### config.mk
export PLATFORM = sky130hd
export DESIGN_NAME = rx_pause_filter
export DESIGN_NICKNAME = d
export VERILOG_FILES = /design/src/rtl/rpf_pkg.sv /design/src/rtl/rpf_parser.sv /design/src/rtl/rpf_classify.sv /design/src/rtl/rpf_inhibit_timer.sv /design/src/rtl/rx_pause_filter.sv
export SDC_FILE = /design/constraint.sdc
export NUM_CORES = 1
export LEC_CHECK = 0
export ABC_AREA = 0
export BUFFER_PORTS_ARGS = -buffer_cell sky130_fd_sc_hd__buf_4
export CORE_UTILIZATION = 60
export DETAILED_ROUTE_END_ITERATION = 8
export PLACE_DENSITY = 0.79
export SLEW_MARGIN = 20
export SYNTH_ARGS = -nofsm -noshare
export SYNTH_HDL_FRONTEND = slang
export SYNTH_HIERARCHICAL = 1
export SYNTH_SLANG_ARGS = --single-unit
### constraint.sdc
create_clock -name clk -period 2.9 [get_ports clk]
set_clock_uncertainty 0.15 [all_clocks]
set_input_delay 0.145 -clock clk [delete_from_list [all_inputs] [get_ports clk]]
set_output_delay 0.145 -clock clk [all_outputs]
set_load 0.01 [all_outputs]
### src/rtl/rpf_pkg.sv
package rpf_pkg;
   localparam logic [15:0] MAC_CTRL_TYPE = 16'h8808;
   localparam logic [15:0] PAUSE_OPCODE  = 16'h0001;
   localparam int          HDR_FIRST     = 12;
   localparam int          HDR_LAST      = 17;

   typedef struct packed {
      logic [15:0] etype;
      logic [15:0] opcode;
      logic [15:0] ptime;
   } pause_hdr_t;
endpackage

### src/rtl/rpf_parser.sv
module rpf_parser
   import rpf_pkg::*;
#(
   parameter int CNT_W = 11
) (
   input  logic             clk,
   input  logic             rst_n,
   input  logic             rx_valid,
   input  logic             rx_sof,
   input  logic             rx_eof,
   input  logic             rx_good,
   input  logic [7:0]       rx_data,
   output pause_hdr_t       hdr,
   output logic             end_q,
   output logic             good_q,
   output logic             long_q
);
   localparam logic [CNT_W-1:0] CNT_MAX = '1;
   localparam logic [CNT_W-1:0] I_ET_H  = CNT_W'(HDR_FIRST);
   localparam logic [CNT_W-1:0] I_ET_L  = CNT_W'(HDR_FIRST + 1);
   localparam logic [CNT_W-1:0] I_OP_H  = CNT_W'(HDR_FIRST + 2);
   localparam logic [CNT_W-1:0] I_OP_L  = CNT_W'(HDR_FIRST + 3);
   localparam logic [CNT_W-1:0] I_PT_H  = CNT_W'(HDR_FIRST + 4);
   localparam logic [CNT_W-1:0] I_PT_L  = CNT_W'(HDR_LAST);

   if (CNT_W < 5) begin : g_bad_cnt_w
      $error("rpf_parser: CNT_W must reach byte index %0d", HDR_LAST);
   end

   logic [CNT_W-1:0] cnt;
   logic [CNT_W-1:0] idx;

   // index of the byte on the bus this cycle
   assign idx = rx_sof ? '0 : cnt;

   always_ff @(posedge clk) begin
      if (!rst_n) begin
         cnt    <= '0;
         hdr    <= '0;
         end_q  <= 1'b0;
         good_q <= 1'b0;
         long_q <= 1'b0;
      end else begin
         end_q <= rx_valid & rx_eof;
         if (rx_valid) begin
            cnt <= (idx == CNT_MAX) ? idx : idx + 1'b1;
            if (idx == I_ET_H) hdr.etype[15:8]  <= rx_data;
            if (idx == I_ET_L) hdr.etype[7:0]   <= rx_data;
            if (idx == I_OP_H) hdr.opcode[15:8] <= rx_data;
            if (idx == I_OP_L) hdr.opcode[7:0]  <= rx_data;
            if (idx == I_PT_H) hdr.ptime[15:8]  <= rx_data;
            if (idx == I_PT_L) hdr.ptime[7:0]   <= rx_data;
            if (rx_eof) begin
               good_q <= rx_good;
               long_q <= (idx >= I_PT_L);
            end
         end
      end
   end
endmodule

### src/rtl/rpf_classify.sv
module rpf_classify
   import rpf_pkg::*;
(
   input  pause_hdr_t hdr,
   input  logic       end_q,
   input  logic       good_q,
   input  logic       long_q,
   input  logic       cfg_fc_en,
   input  logic       cfg_keep_pause,
   output logic       fwd,
   output logic       act
);
   logic is_pause;

   always_comb begin
      is_pause = long_q && (hdr.etype == MAC_CTRL_TYPE) && (hdr.opcode == PAUSE_OPCODE);
      // pause frames pass only when both processing and keeping are on
      fwd      = !is_pause || (cfg_fc_en && cfg_keep_pause);
      act      = end_q && is_pause && good_q && cfg_fc_en;
   end
endmodule

### src/rtl/rpf_inhibit_timer.sv
module rpf_inhibit_timer #(
   parameter int TIME_W   = 16,
   parameter int TICK_DIV = 1
) (
   input  logic              clk,
   input  logic              rst_n,
   input  logic              quanta_tick,
   input  logic              load_en,
   input  logic [TIME_W-1:0] load_val,
   output logic              inhibit
);
   localparam int DIV_W = (TICK_DIV > 1) ? $clog2(TICK_DIV) : 1;

   if (TIME_W < 16) begin : g_bad_time_w
      $error("rpf_inhibit_timer: TIME_W must hold a 16-bit pause time");
   end
   if (TICK_DIV < 1) begin : g_bad_div
      $error("rpf_inhibit_timer: TICK_DIV must be at least 1");
   end

   logic              tick;
   logic [TIME_W-1:0] cnt;

   if (TICK_DIV == 1) begin : g_tick_direct
      assign tick = quanta_tick;
   end else begin : g_tick_divided
      logic [DIV_W-1:0] pre;
      always_ff @(posedge clk) begin
         if (!rst_n) pre <= '0;
         else if (quanta_tick) pre <= (pre == DIV_W'(TICK_DIV - 1)) ? '0 : pre + 1'b1;
      end
      assign tick = quanta_tick && (pre == DIV_W'(TICK_DIV - 1));
   end

   always_ff @(posedge clk) begin
      if (!rst_n)                   cnt <= '0;
      else if (load_en)             cnt <= load_val;
      else if (tick && cnt != '0)   cnt <= cnt - 1'b1;
   end

   assign inhibit = (cnt != '0);

   p_load_sets_r7: assert property (@(posedge clk) disable iff (!rst_n)
      load_en && load_val != '0 |=> inhibit && cnt == $past(load_val));
   p_zero_release_r10: assert property (@(posedge clk) disable iff (!rst_n)
      load_en && load_val == '0 |=> !inhibit);
   p_count_down_r9: assert property (@(posedge clk) disable iff (!rst_n)
      !load_en && tick && cnt != '0 |=> cnt == $past(cnt) - 1'b1);
   p_hold_r9: assert property (@(posedge clk) disable iff (!rst_n)
      !load_en && !tick |=> $stable(cnt));
   p_load_wins_r11: assert property (@(posedge clk) disable iff (!rst_n)
      load_en && tick |=> cnt == $past(load_val));
endmodule

### src/rtl/rx_pause_filter.sv
module rx_pause_filter
   import rpf_pkg::*;
#(
   parameter int CNT_W    = 11,
   parameter int TIME_W   = 16,
   parameter int TICK_DIV = 1
) (
   input  logic       clk,
   input  logic       rst_n,
   input  logic       cfg_fc_en,
   input  logic       cfg_keep_pause,
   input  logic       quanta_tick,
   input  logic       rx_valid,
   input  logic       rx_sof,
   input  logic       rx_eof,
   input  logic       rx_good,
   input  logic [7:0] rx_data,
   output logic       frm_done,
   output logic       frm_fwd,
   output logic       pause_load,
   output logic       tx_inhibit
);
   pause_hdr_t hdr;
   logic       end_q;
   logic       good_q;
   logic       long_q;

   rpf_parser #(.CNT_W(CNT_W)) u_parser (
      .clk      (clk),
      .rst_n    (rst_n),
      .rx_valid (rx_valid),
      .rx_sof   (rx_sof),
      .rx_eof   (rx_eof),
      .rx_good  (rx_good),
      .rx_data  (rx_data),
      .hdr      (hdr),
      .end_q    (end_q),
      .good_q   (good_q),
      .long_q   (long_q)
   );

   rpf_classify u_classify (
      .hdr            (hdr),
      .end_q          (end_q),
      .good_q         (good_q),
      .long_q         (long_q),
      .cfg_fc_en      (cfg_fc_en),
      .cfg_keep_pause (cfg_keep_pause),
      .fwd            (frm_fwd),
      .act            (pause_load)
   );

   rpf_inhibit_timer #(.TIME_W(TIME_W), .TICK_DIV(TICK_DIV)) u_timer (
      .clk         (clk),
      .rst_n       (rst_n),
      .quanta_tick (quanta_tick),
      .load_en     (pause_load),
      .load_val    (TIME_W'(hdr.ptime)),
      .inhibit     (tx_inhibit)
   );

   assign frm_done = end_q;

   // the classifier may only load the counter in a decision cycle from the parser
   p_load_in_done_r7: assert property (@(posedge clk) disable iff (!rst_n)
      pause_load |-> frm_done);
endmodule

Yosys cells after proc, flatten, opt, wreduce, memory -nomap -nowiden
Index checks and enable logic that the tools add are counted.

storage, ports and cells
  flip-flop bits (word level) = 78
  output and inout bits = 4
  word-level logic and storage cells = 46
  input bits = 17

cells by class
  multiplexer cells = 4
  order comparisons = 1
  bitwise operators = 1
  eq/ne operators = 9
  $add $sub $neg = 2
  reductions and logical operators = 18

operators with widths
  operator               number
  $eq 11x4->1 const B    4
  $mux 16                2
  $eq 11x5->1 const B    2
  $mux 11                2
  $eq 16x1->1 const B    1
  $eq 16x16->1 const B   1
  $reduce_bool 16->1     1
  $sub 16x1->16 const B  1
  $reduce_and 2->1       7
  $add 11x1->11 const B  1
  $eq 11x11->1 const B   1
  $ge 11x5->1 const B    1
  $logic_and 1x1->1      7
  $reduce_bool 2->1      1
  $and 1x1->1            1
  $logic_not 1->1        1
  $logic_or 1x1->1       1

Longest topological paths before layout
  depth after elaboration = 7
  depth in mapped cells = 8
  mapped depth without buffers = 8

By module
Netlist, hierarchy kept.

modules (own cells, without submodules)
  module             seq. area each (µm²)  cells each  area an instance (µm²)  instances
  rpf_parser         1241.2                272         2611.3                  1
  rpf_inhibit_timer  320.3                 111         927.1                   1
  rpf_classify       0.0                   14          116.4                   1

Worst setup path after synthesis
Ideal clock, no wire load.

  kind = flip-flop to flip-flop
  start = register, netlist name u_parser/hdr[40]
  end = register u_timer.cnt[11]
  required time = 2.617 ns
  path buffers = 2
  library setup time = 0.133 ns
  arrival = 2.000 ns
  slack = 0.617 ns
  stages on the path, launching flop included = 9
  period minus slack after synthesis = 2.283 ns
  cells stage by stage = dfxtp_1 > nor4b_2 > nand4_1 > nor4_1 > clkbuf_1 > inv_1 > clkbuf_1 > o21ai_0 > a21oi_1

on the way
  word-level cells in the longest chain between the ends = 7
  elaborated cells between the ends (all ways) = 8
  classes of those cells = 1 x eq/ne; 1 x mux; 6 x reduce/logical

ends and longest elaborated chain
  what                                                 line                     source
  $eq 16x16->1 (*)                                     rpf_classify.sv:16       is_pause = long_q && (hdr.etype == MAC_CTRL_TYPE) && (hdr.opcode == PAUSE_OPCODE);
  $logic_and 1x1->1 (*) (2 in a row)                   rpf_classify.sv:16
  $logic_and 1x1->1 (*) (3 in a row)                   rpf_classify.sv:19       act = end_q && is_pause && good_q && cfg_fc_en;
  named net pause_load                                 rx_pause_filter.sv:20    output logic pause_load,
  $mux 16 / $reduce_bool 2->1 (equally long branches)  n/a
  to (signal assigned)                                 rpf_inhibit_timer.sv:37  else if (load_en) cnt <= load_val;
  to (signal assigned)                                 rpf_inhibit_timer.sv:38  else if (tick && cnt != '0) cnt <= cnt - 1'b1;
  to (decl)                                            rpf_inhibit_timer.sv:22  logic [TIME_W-1:0] cnt;

The timed path passes the listed nets; every way through them passes the cells marked *.
A chain may end at the register's enable or synchronous reset.

Worst setup path in the final report
  start = register u_parser.cnt[1]
  end = register u_parser.cnt[2]

on the way
  word-level cells in the longest chain between the ends = 3
  elaborated cells between the ends (all ways) = 4
  classes of those cells = 1 x add/sub; 1 x eq/ne; 2 x mux

ends and longest elaborated chain
  what                                                  line              source
  from (decl)                                           rpf_parser.sv:30  logic [CNT_W-1:0] cnt;
  from (signal assigned)                                rpf_parser.sv:46  cnt <= (idx == CNT_MAX) ? idx : idx + 1'b1;
  $mux 11 (*)                                           rpf_parser.sv:34  assign idx = rx_sof ? '0 : cnt;
  $add 11x1->11 / $eq 11x11->1 (equally long branches)  rpf_parser.sv:46
  $mux 11 (*)                                           rpf_parser.sv:46

Mark *: on every way between the ends. The rest lies on a longest branch, timed or not.

==> results.sh <==
export IMPL_rrSetupSlack_ps=310
export IMPL_grt_pass1_wl_um=13200
export IMPL_wl_met3_um=247
export IMPL_drc=0
export IMPL_ctsLongestPathBuffers=2
export IMPL_yosys_top_cells_count="78 x dfxtp_1, 75 x nand2_1, 51 x mux2i_1"
export IMPL_hold_end="u_parser/cnt[10]"
export IMPL_core_area_sq_mm=0.00589
export IMPL_clock_sinks=78
export IMPL_area_growth_pct=12.2
export IMPL_htree_levels=3
export IMPL_cp_max_fo=8
export IMPL_maxSlewViolCount=0
export IMPL_antenna_cells=0
export IMPL_synth_flop_cell="dfxtp_1"
export IMPL_yosysSeqAreaShare=0.427
export IMPL_period_minus_slack_ps=2590
export IMPL_hold_path_class="in2reg"
export IMPL_wl_met1_um=3760
export IMPL_firstDrtPassIters=4
export IMPL_finalCritPeriodShare=0.892
export IMPL_tightestPinTransition_ps=671
export IMPL_setup_ws_ps=314
export IMPL_syn_cell_area_sq_mm=0.00365
export IMPL_layout_nets=436
export IMPL_dp_hpwl_um=5490
export IMPL_crit_chain="nor2b_1 > ha_1 > nand4b_1 > o41a_1 > and3_1 > o21a_1"
export IMPL_post_cts_buffers=0
export IMPL_critical_path_slowest_cell="o41a_1"
export IMPL_power_leakage_nw=1.72
export IMPL_die_area_sq_mm=0.00641
export IMPL_vias=2904
export IMPL_gp_congestion=0.816
export IMPL_ys_types=55
export IMPL_fmax_mhz=387
export IMPL_wl_met2_um=4030
export IMPL_rr_worst_depth=6
export IMPL_syn_num_nets=418
export IMPL_endpoint_kind="register"
export IMPL_yosysWarningCount=6
export IMPL_routedWlPerCell_um=16.4
export IMPL_finalSetupTns_ps=0
export IMPL_antenna_found_initial=0
export IMPL_synth_area_top_cells="dfxtp_1 43%, mux2i_1 14%, nand2_1 7.7%, a21oi_1 2.7%, xnor2_1 2.4%"
export IMPL_io_pin_count=21
export IMPL_synth_cells=397
export IMPL_synth_edff_count=0
export IMPL_maxSlewHeadroom=0.553
export IMPL_synth_top_area_frac=0.427
export IMPL_first_iter_violations=257
export IMPL_place_ws_ps=364
export IMPL_clock_latency_ps=340
export IMPL_hold_violations=0
export IMPL_async_flop_share=0
export IMPL_grt_ovfl_total=0
export IMPL_tritoncts_num_buffers=9
export IMPL_synth_seq_cells=78
export IMPL_io_buffers=20
export IMPL_critPathKind="reg2reg"
export IMPL_crit_path_start_kind="register"
export IMPL_dieWidth_um=80.0
export IMPL_vias_per_cell=5.87
export IMPL_max_stage_delay_ps=610
export IMPL_setup_violations=0
export IMPL_power_density_mw_per_mm2=714
export IMPL_hp_start="rx_sof"
export IMPL_cts_resized=0
export IMPL_cts_tree="built"
export IMPL_synth_most_common_cell="dfxtp_1"
export IMPL_clkTransAtPathRegs_ps=80
export IMPL_synth_avg_cell_area_sq_um=9.21
export IMPL_grt_setup_unrepaired="false"
export IMPL_whs_path_depth=4
export IMPL_start_util=0.621
export IMPL_cp_top_family="simple AND/OR/NAND/NOR gates"
export IMPL_ir_drop_mv=0.455
export IMPL_dr_max_layer_used="met4"
export IMPL_synth_largest_area_cell="dfxtp_1"
export IMPL_status="finished clean"
export IMPL_crit_arrival_ps=2680
export IMPL_drive_above_1_share=0.148
export IMPL_fp_row_count=28
export IMPL_detail_route_antenna_nets=0
export IMPL_track_usage=0.273
export IMPL_grt_pass1_vias=2725
export IMPL_die_h_um=80.0
export IMPL_timing_rr_start="u_parser/cnt[1]"
export IMPL_drt_wl_total_um=8100
export IMPL_critPathBufInv=0
export IMPL_cp_required_ps=2990
export IMPL_maxCapViolCount=0
export IMPL_cts_root_buffer="clkbuf_8"
export IMPL_reg2reg_to="u_parser/cnt[2]"
export IMPL_grt_max_degree=73
## metal layers
metal | vias up | GRT usage
li1 | 1469 | -
met1 | 1381 | 0.357
met2 | 49 | 0.456
met3 | 5 | 0.0526
met4 | 0 | 0.0768
met5 | - | 0
## worst reg2reg max path: cells and delay by family (launching register included)
| family | cells | cell delay (ps) |
|---|---|---|
| AO/OA/AOI/OAI | 2 | 770 |
| adder cells (fa/ha/maj) | 1 | 300 |
| flip-flops | 1 | 410 |
| AND/OR/NAND/NOR | 3 | 860 |
## sequential cells by signal (all words and copies together), names as in the netlist
register	cells
u_parser/hdr	48
u_parser/good_q	1
u_parser/end_q	1
u_parser/cnt	11
u_parser/long_q	1
u_timer/cnt	16
## what timing repair did
action | 4_1_cts | 5_1_grt
hold buffers | 4 | 0
hold endpoints to repair | 2 | 0
setup endpoints to repair | 0 | 0
## area by class of cell
type                    count  area, sq um
multi-input cells         292         1980
repair buffers             26          205
clock buffers              11          151
fillers                   482         1780
inverters                   8         30.0
flip-flops and latches     78         1560
well taps                  75         93.8
clock inverters             5         81.3
## per-stage QoR
step                hold slack [ps]  cell area [sq um]  cells  utilization  power (mW)
floorplan                       133               3650    397            -        1.84
global placement                246               3830    475        0.651        1.99
detailed placement              249               3830    475        0.651        2.01
CTS                            48.8               4100    495        0.697        2.94
global route                   66.5               4100    495        0.697        3.07
finish                         61.5               4100    495        0.697        2.93
## cells in the final DEF (no fill, tap or decap), types with 3 or more instances in the layout
cell,n
a21oi_1,20
or4_1,3
nand4b_1,3
or3_2,3
clkbuf_8,11
o211a_1,4
nor2_1,7
nand2_1,75
or3_1,5
xnor2_1,10
buf_4,22
dlygate4sd3_1,4
dfxtp_1,78
o21ai_0,15
a211oi_1,3
inv_1,7
nor3_1,10
ha_1,4
nand3_1,9
nand2b_1,5
nand2_2,3
nand4_1,5
mux2i_1,51
nor4_1,10
a21boi_0,5
## how the worst max path moves through the flow
stage	depth (start not counted)	slack (ps)	endpoint	start
floorplan	8	620	u_timer/cnt[11]	u_parser/hdr[40]
global placement	6	440	u_parser/cnt[2]	u_parser/cnt[1]
detailed placement	6	360	u_parser/cnt[2]	u_parser/cnt[1]
CTS	6	340	tx_inhibit	u_timer/cnt[0]
global route	6	180	u_parser/cnt[2]	u_parser/cnt[1]
finish	6	310	u_parser/cnt[2]	u_parser/cnt[1]
## report_power, final
group	switching, mW	internal (mW)
Combinational	0.428	0.357
Sequential	0.0720	1.15
Clock	0.393	0.532
Total	0.893	2.03
## cells by family after synthesis
kind of cell             after synthesis  share of synthesized area
XOR/XNOR                              10                     0.0240
flip-flops                            78                      0.427
multiplexers                          51                      0.140
AND/OR/NAND/NOR                      163                      0.247
AO/OA/AOI/OAI                         64                      0.117
buffers and inverters                 27                     0.0315
adder cells (fa/ha/maj)                4                     0.0137
(Power assumes the default switching activity.)
